$ cat src/rtl/xb_pkg.sv
package xb_pkg;
  localparam int DW        = 8;
  localparam int WIN_SHIFT = 12;
  localparam int NSHARED   = 8;
  localparam int MW        = 16;
  localparam logic [MW-1:0] MAGIC_FIRST  = 16'h5345;
  localparam logic [MW-1:0] MAGIC_SECOND = 16'h4741;
  localparam logic [DW-1:0] OWN_MASK     = 8'hCF;
  localparam logic [3:0]    WIN_RST      = 4'b0111;
  localparam logic [DW-1:0] CTL_RST      = 8'h80;

  function automatic logic [DW-1:0] winreg_view(input logic [3:0] w);
    return {3'b110, w, 1'b0};
  endfunction

  function automatic logic [DW+WIN_SHIFT-1:0] win_base_of(input logic [DW-1:0] r);
    return {r, {WIN_SHIFT{1'b0}}};
  endfunction

  function automatic logic [DW-1:0] ctl_from_host(input logic [DW-1:0] cur, input logic [DW-1:0] wd);
    return {cur[7], wd[6:1], cur[0] | wd[0]};
  endfunction

  function automatic logic [DW-1:0] ctl_from_m68(input logic [DW-1:0] cur, input logic [DW-1:0] wd);
    return {cur[7] & wd[7], wd[6:1], cur[0] & wd[0]};
  endfunction
endpackage

$ cat src/rtl/xb_shared_regs.sv
module xb_shared_regs
  import xb_pkg::*;
(
  input  logic               clk,
  input  logic               rst_n,
  input  logic [NSHARED-1:0] h_wsel,
  input  logic [NSHARED-1:0] m_wsel,
  input  logic [DW-1:0]      h_wd,
  input  logic [DW-1:0]      m_wd,
  input  logic               bus_timeout,
  input  logic               stat_clr,
  output logic [DW-1:0]      page_q,
  output logic [3:0]         win_q,
  output logic [DW-1:0]      ctl3_q,
  output logic [DW-1:0]      ctl4_q,
  output logic [6:0]         pg_lo_q,
  output logic [3:0]         pg_hi_q,
  output logic               tout_q
);
  always_ff @(posedge clk) begin
    if (!rst_n) begin
      page_q  <= '0;
      win_q   <= WIN_RST;
      ctl3_q  <= '0;
      ctl4_q  <= CTL_RST;
      pg_lo_q <= '0;
      pg_hi_q <= '0;
      tout_q  <= 1'b0;
    end else begin
      if (m_wsel[0])      page_q <= m_wd;
      else if (h_wsel[0]) page_q <= h_wd;

      if (m_wsel[2])      win_q <= m_wd[4:1];
      else if (h_wsel[2]) win_q <= h_wd[4:1];

      if (m_wsel[3])      ctl3_q <= m_wd & OWN_MASK;
      else if (h_wsel[3]) ctl3_q <= h_wd & OWN_MASK;

      if (m_wsel[4])      ctl4_q <= ctl_from_m68(ctl4_q, m_wd);
      else if (h_wsel[4]) ctl4_q <= ctl_from_host(ctl4_q, h_wd);

      if (m_wsel[6])      pg_lo_q <= m_wd[7:1];
      else if (h_wsel[6]) pg_lo_q <= h_wd[7:1];

      if (m_wsel[7])      pg_hi_q <= m_wd[3:0];
      else if (h_wsel[7]) pg_hi_q <= h_wd[3:0];

      if (bus_timeout)    tout_q <= 1'b1;
      else if (stat_clr)  tout_q <= 1'b0;
    end
  end
endmodule

$ cat src/rtl/xb_m68_regs.sv
module xb_m68_regs
  import xb_pkg::*;
(
  input  logic          clk,
  input  logic          rst_n,
  input  logic          mbox_we,
  input  logic          bank_we,
  input  logic [DW-1:0] wd,
  output logic [DW-1:0] mbox_q,
  output logic [DW-1:0] bank_q
);
  always_ff @(posedge clk) begin
    if (!rst_n) begin
      mbox_q <= '0;
      bank_q <= '0;
    end else begin
      if (mbox_we) mbox_q <= wd & OWN_MASK;
      if (bank_we) bank_q <= wd;
    end
  end
endmodule

$ cat src/rtl/xb_unlock_det.sv
module xb_unlock_det
  import xb_pkg::*;
(
  input  logic          clk,
  input  logic          rst_n,
  input  logic          we_first,
  input  logic          we_second,
  input  logic          word,
  input  logic [MW-1:0] wd,
  output logic          armed,
  output logic          unlocked
);
  logic hit_first, hit_second;
  assign hit_first  = we_first  && word && (wd == MAGIC_FIRST);
  assign hit_second = we_second && word && (wd == MAGIC_SECOND);

  always_ff @(posedge clk) begin
    if (!rst_n) begin
      armed    <= 1'b0;
      unlocked <= 1'b0;
    end else begin
      if (we_first)       armed <= hit_first;
      else if (we_second) armed <= 1'b0;
      if (armed && hit_second) unlocked <= 1'b1;
    end
  end
endmodule

$ cat src/rtl/xb_handoff.sv
module xb_handoff
  import xb_pkg::*;
(
  input  logic [DW-1:0] ctl,
  output logic          dual,
  output logic          m68_reset,
  output logic          host_hold
);
  assign dual      = ctl[3] & ctl[1];
  assign m68_reset = ~dual & ~ctl[0];
  assign host_hold = ~dual &  ctl[0];
endmodule

$ cat src/rtl/xcpu_bridge_regs.sv
module xcpu_bridge_regs
  import xb_pkg::*;
(
  input  logic         clk,
  input  logic         rst_n,
  input  logic         host_we,
  input  logic         host_re,
  input  logic [2:0]   host_addr,
  input  logic [7:0]   host_wdata,
  output logic [7:0]   host_rdata,
  input  logic         m68_we,
  input  logic         m68_re,
  input  logic         m68_word,
  input  logic [3:0]   m68_addr,
  input  logic [15:0]  m68_wdata,
  output logic [7:0]   m68_rdata,
  input  logic         bus_timeout,
  input  logic         sw_pc_boot,
  input  logic         sw_video_rgb,
  output logic         m68_reset,
  output logic         host_hold,
  output logic         video_md,
  output logic [7:0]   rom_page,
  output logic         aux_rom_en,
  output logic         host_win_en,
  output logic [19:0]  win_base,
  output logic [11:0]  m68_win_page,
  output logic [7:0]   pc_bank,
  output logic         cart_at_zero,
  output logic         pc_mem_at_zero
);
  localparam logic [3:0] A_MBOX = 4'd8;
  localparam logic [3:0] A_BANK = 4'd9;
  localparam logic [3:0] A_UNLO = 4'd10;
  localparam logic [3:0] A_UNHI = 4'd11;

  logic [NSHARED-1:0] h_wsel, m_wsel;
  logic [DW-1:0] page_q, ctl3_q, ctl4_q, mbox_q, bank_q;
  logic [3:0]    win_q, pg_hi_q;
  logic [6:0]    pg_lo_q;
  logic          tout_q, stat_clr, unlocked, armed, dual;
  logic          ctl_run, m68_run_clr;
  logic [DW-1:0] view [NSHARED];

  for (genvar i = 0; i < NSHARED; i++) begin : g_sel
    assign h_wsel[i] = host_we && (host_addr == i);
    assign m_wsel[i] = m68_we && !m68_addr[3] && (m68_addr[2:0] == i);
  end

  assign stat_clr = (host_re && host_addr == 3'd5) ||
                    (m68_re && m68_addr == 4'd5);

  xb_shared_regs u_shared (
    .clk(clk), .rst_n(rst_n), .h_wsel(h_wsel), .m_wsel(m_wsel),
    .h_wd(host_wdata), .m_wd(m68_wdata[7:0]), .bus_timeout(bus_timeout),
    .stat_clr(stat_clr), .page_q(page_q), .win_q(win_q), .ctl3_q(ctl3_q),
    .ctl4_q(ctl4_q), .pg_lo_q(pg_lo_q), .pg_hi_q(pg_hi_q), .tout_q(tout_q)
  );

  xb_m68_regs u_m68 (
    .clk(clk), .rst_n(rst_n),
    .mbox_we(m68_we && m68_addr == A_MBOX),
    .bank_we(m68_we && m68_addr == A_BANK),
    .wd(m68_wdata[7:0]), .mbox_q(mbox_q), .bank_q(bank_q)
  );

  xb_unlock_det u_unlock (
    .clk(clk), .rst_n(rst_n),
    .we_first(m68_we && m68_addr == A_UNLO),
    .we_second(m68_we && m68_addr == A_UNHI),
    .word(m68_word), .wd(m68_wdata), .armed(armed), .unlocked(unlocked)
  );

  xb_handoff u_handoff (
    .ctl(ctl4_q), .dual(dual), .m68_reset(m68_reset), .host_hold(host_hold)
  );

  assign ctl_run     = ctl4_q[0];
  assign m68_run_clr = m_wsel[4] && !m68_wdata[0];

  always_comb begin
    view[0] = page_q;
    view[1] = '1;
    view[2] = winreg_view(win_q);
    view[3] = ctl3_q | {2'b00, mbox_q[1:0], 4'b0000};
    view[4] = ctl4_q;
    view[5] = {2'b00, unlocked, 1'b0, tout_q, sw_video_rgb, 1'b0, sw_pc_boot};
    view[6] = {pg_lo_q, 1'b0};
    view[7] = {4'b0000, pg_hi_q};
  end

  assign host_rdata = view[host_addr];

  always_comb begin
    if (!m68_addr[3])           m68_rdata = view[m68_addr[2:0]];
    else if (m68_addr == A_MBOX) m68_rdata = mbox_q | {4'b0000, ctl3_q[7:6], 2'b00};
    else if (m68_addr == A_BANK) m68_rdata = bank_q;
    else                         m68_rdata = '0;
  end

  assign video_md       = ctl4_q[2];
  assign rom_page       = page_q;
  assign aux_rom_en     = ctl3_q[0];
  assign host_win_en    = ctl3_q[0] & ctl3_q[1];
  assign win_base       = win_base_of(view[2]);
  assign m68_win_page   = {pg_hi_q, pg_lo_q, 1'b0};
  assign pc_bank        = bank_q;
  assign cart_at_zero   = ctl4_q[1];
  assign pc_mem_at_zero = mbox_q[7] & ~ctl4_q[1];
endmodule

$ cat config.mk
export PLATFORM = sky130hd
export DESIGN_NAME = xcpu_bridge_regs
export DESIGN_NICKNAME = d
export VERILOG_FILES = /design/src/rtl/xb_pkg.sv /design/src/rtl/xb_shared_regs.sv /design/src/rtl/xb_m68_regs.sv /design/src/rtl/xb_unlock_det.sv /design/src/rtl/xb_handoff.sv /design/src/rtl/xcpu_bridge_regs.sv
export SDC_FILE = /design/constraint.sdc
export NUM_CORES = 1
export LEC_CHECK = 0
export BUFFER_PORTS_ARGS = -buffer_cell sky130_fd_sc_hd__buf_2
export CAP_MARGIN = 15
export CORE_MARGIN = 1
export CORE_UTILIZATION = 30
export CTS_CLUSTER_SIZE = 40
export DETAILED_ROUTE_END_ITERATION = 10
export SETUP_SLACK_MARGIN = 0.1
export SYNTH_ARGS = -nofsm -noshare
export SYNTH_HDL_FRONTEND = slang
export SYNTH_SLANG_ARGS = --single-unit
$ cat constraint.sdc
create_clock -name clk -period 1.3 [get_ports clk]
set_clock_uncertainty 0.1 [all_clocks]
set_input_delay 0.195 -clock clk [delete_from_list [all_inputs] [get_ports clk]]
set_output_delay 0.195 -clock clk [all_outputs]
set_load 0.01 [all_outputs]
==> reports/results.ini <==
[run_status]
outcome=complete, but fails checks
violations=setup timing

[floorplanning]
start_util=0.307
core_area_um2=11400
die_w_um=110
dieArea_um2=12100
io_pins=112
rows=39
die_h_um=110

[setup_path]
max_stage_delay_ns=0.48
endpoint_kind=output pin
worst-path-buf-inv=1
r2r_slack_ns=0.17
criticalPathCategory=flop to output pin
r2r-start=u_shared.ctl4_q[1]
critPathRequiredTime_ns=1.00
slowest_stage=mux4_2
path_max_fanout=4
arrival_ns=1.49
path_cells=mux4_2 > nand2_1 > o211ai_1 > buf_2
startpoint_type=flop
rr_endpoint=u_shared.ctl4_q[1]
worst_r2r_path_depth=4
cp_top_family=multiplexers

[finish]
n_fill_cell=1044
layout-drive-gt1-share=0.595
antennaDiodeCount=0
area_growth_pct=70.4
fin_util=0.524
final_cells=756
nets=653

[placement]
preCtsSetupSlack_ns=-0.475
place.gp.congestion=0.931
dp_hpwl_um=10400
dp.cells=730
io_buffers=94

[clock_network]
clock-root-buffer=clkbuf_16
postCtsHoldBufs=0
clk_pin_slew_worst_paths_ns=0.07
clkSinkCount=54
clock_path_buffers=2
tritoncts=yes
cts_buffers=5
clk_latency_ns=0.29
h-tree-depth=2

[route]
via_per_inst=5.40
final_antenna_net_count=0
first_pass_iters=4
drcViolationCount=0
vias=4084
routed_wl_um=14400
drtIter0Drc=303
wl_per_cell_um=19.1

[timing]
finalHoldViolations=0
rsz0062_at_grt=yes
setup_viol=25
setup_ws_ns=-0.489
max_freq_ghz=0.559
post-route-period-util=1.38
slew_violations=0
layout_min_cycle_time_ns=1.79

[power]
cellLeakagePower_nw=2.46
powerDensity_nw_per_um2=756
vdd_drop_max_mv=0.606

[synth]
yosysTopAreaCellShare=0.308
synth_ff_type=dfxtp_1
syn_inst=420
synth-async-reset-ratio=0
synth_warnings=0
synth_top_cell_by_area=dfxtp_1
synth_seq_cells=54
syn-cell-area_um2=3510
syn_avg_cell_area_um2=8.36
synth_edf_count=0
synthTopCellsByArea=dfxtp_1 (31%), mux2i_1 (16%), o21ai_0 (7.1%), a21oi_1 (6.3%), buf_4 (5.3%)
yosysUniqueCellTypes=51
yosysSeqAreaShare=0.308

[worst_hold_path]
hold_end=u_shared.tout_q
hp-class=primary input to flop
min_delay_path_depth=3
hp-start=bus_timeout

[global_route]
antenna_found_initial=0
grt_max_degree=31
grt_usage=0.225
grt_pass1_vias=3786
grt_pass1_wl_um=20500
grt-ovfl-total=0

[flow_run]
max_cap_viol_count=0

==> Yosys cell counts, drive strengths merged (5+ instances only) <==
cell,n
mux2i,55
dfxtp,54
o21ai,50
a21oi,44
buf,38
nand2,29
nand3,22
nor2,16
nor2b,12
clkbuf,11
a21boi,8
a31oi,6
inv,6
mux2,6
nor3,5
nor4b,5
==> stage by stage <==
| step | area [um2] | setup TNS [ns] | hold WS (ns) | total power, mW |
|---|---|---|---|---|
| final | 5980 | -4.86 | 0.0574 | 4.52 |
| after global routing | 5980 | -5.83 | 0.102 | 4.68 |
| after CTS | 5550 | -4.99 | 0.0608 | 4.38 |
| after detailed placement | 4910 | -21.54 | 0.366 | 2.77 |
| after global placement | 4910 | -19.41 | 0.333 | 2.75 |
| after floorplan | 3790 | -0.356 | 0.234 | 2.35 |
==> report_power, final <==
| group | leakage (nW) | total [mW] | internal (mW) | switching (mW) |
|---|---|---|---|---|
| combinational | 1.92 | 1.24 | 0.606 | 0.631 |
| sequential | 0.457 | 1.75 | 1.70 | 0.0525 |
| clock | 0.0836 | 1.54 | 0.904 | 0.632 |
| total | 2.46 | 4.52 | 3.21 | 1.32 |
==> cells by family (layout without fill, tap and decap cells) <==
kind of cell	count (synthesis)	count (layout)	share of synthesized area
AOI/OAI and AO/OA	134	134	0.221
other	2	17	0.00214
DFF	54	54	0.308
and+or+nand+nor	110	110	0.176
buffers and inverters	55	233	0.0909
muxes	65	65	0.202
==> registers in the layout, indices dropped and copies added (netlist names) <==
name and cells:
u_shared.ctl3_q 6, u_shared.page_q 8, u_shared.tout_q 1, u_m68.mbox_q 6
u_unlock.armed 1, u_m68.bank_q 8, u_shared.pg_lo_q 7, u_shared.ctl4_q 8
u_shared.win_q 4, u_shared.pg_hi_q 4, u_unlock.unlocked 1
==> cell usage in the layout (no fill, tap or decap), types with 12 or more instances in the layout <==
master	netlist	routed
conb_1	2	17
dfxtp_1	54	13
a21oi_1	44	35
nand3_1	22	15
buf_2	8	70
nand2_1	28	23
o21ai_1	0	16
mux2i_1	55	52
buf_6	1	47
o21ai_2	0	21
o21ai_0	50	12
buf_4	25	84
dfxtp_2	0	31
==> area by class of cell <==
type	instances	area [um2]	share of cell area
multi-input combinational	326	2610	0.435
timing repair buffer	219	1850	0.309
sequential	54	1160	0.193
tap	143	179	0.0299
clock buffer	5	125	0.0209
clock inverter	3	40.0	0.00669
inverter	6	27.5	0.00460
==> how the worst max path moves through the flow <==
stage	start	to	slack (ns)	cells after the start
after global placement	host_addr[1]	host_rdata[4]	-0.43	6
after floorplan	m68_addr[2]	u_m68.bank_q[1]	-0.04	7
final	u_shared.pg_hi_q[2]	m68_rdata[2]	-0.49	4
after global routing	u_shared.pg_hi_q[3]	m68_rdata[3]	-0.51	4
after CTS	u_shared.pg_hi_q[3]	m68_rdata[3]	-0.49	4
after detailed placement	host_addr[1]	host_rdata[4]	-0.47	6
==> tightest hold or removal path: cells and delay by family <==
| kind | cells | cell delay (ns) |
|---|---|---|
| AO/OA/AOI/OAI | 1 | 0.03 |
| buffers and inverters | 1 | 0.08 |
| AND/OR/NAND/NOR | 1 | 0.11 |
==> timing repair <==
| action | 4_1_cts | 5_1_grt |
|---|---|---|
| cloned | 0 | 3 |
| setup endpoints to repair | 79 | 71 |
| gates resized for setup | 119 | 115 |
| pin swaps | 21 | 26 |
| buffers inserted | 11 | 14 |
==> per-layer routing <==
metal / share of wire / GRT usage
met3: 0.057 / 0.0294
met5: 0 / 0
met1: 0.44 / 0.301
met2: 0.48 / 0.374
met4: 0.026 / 0.0752
Power figures use the tool's default switching activity.
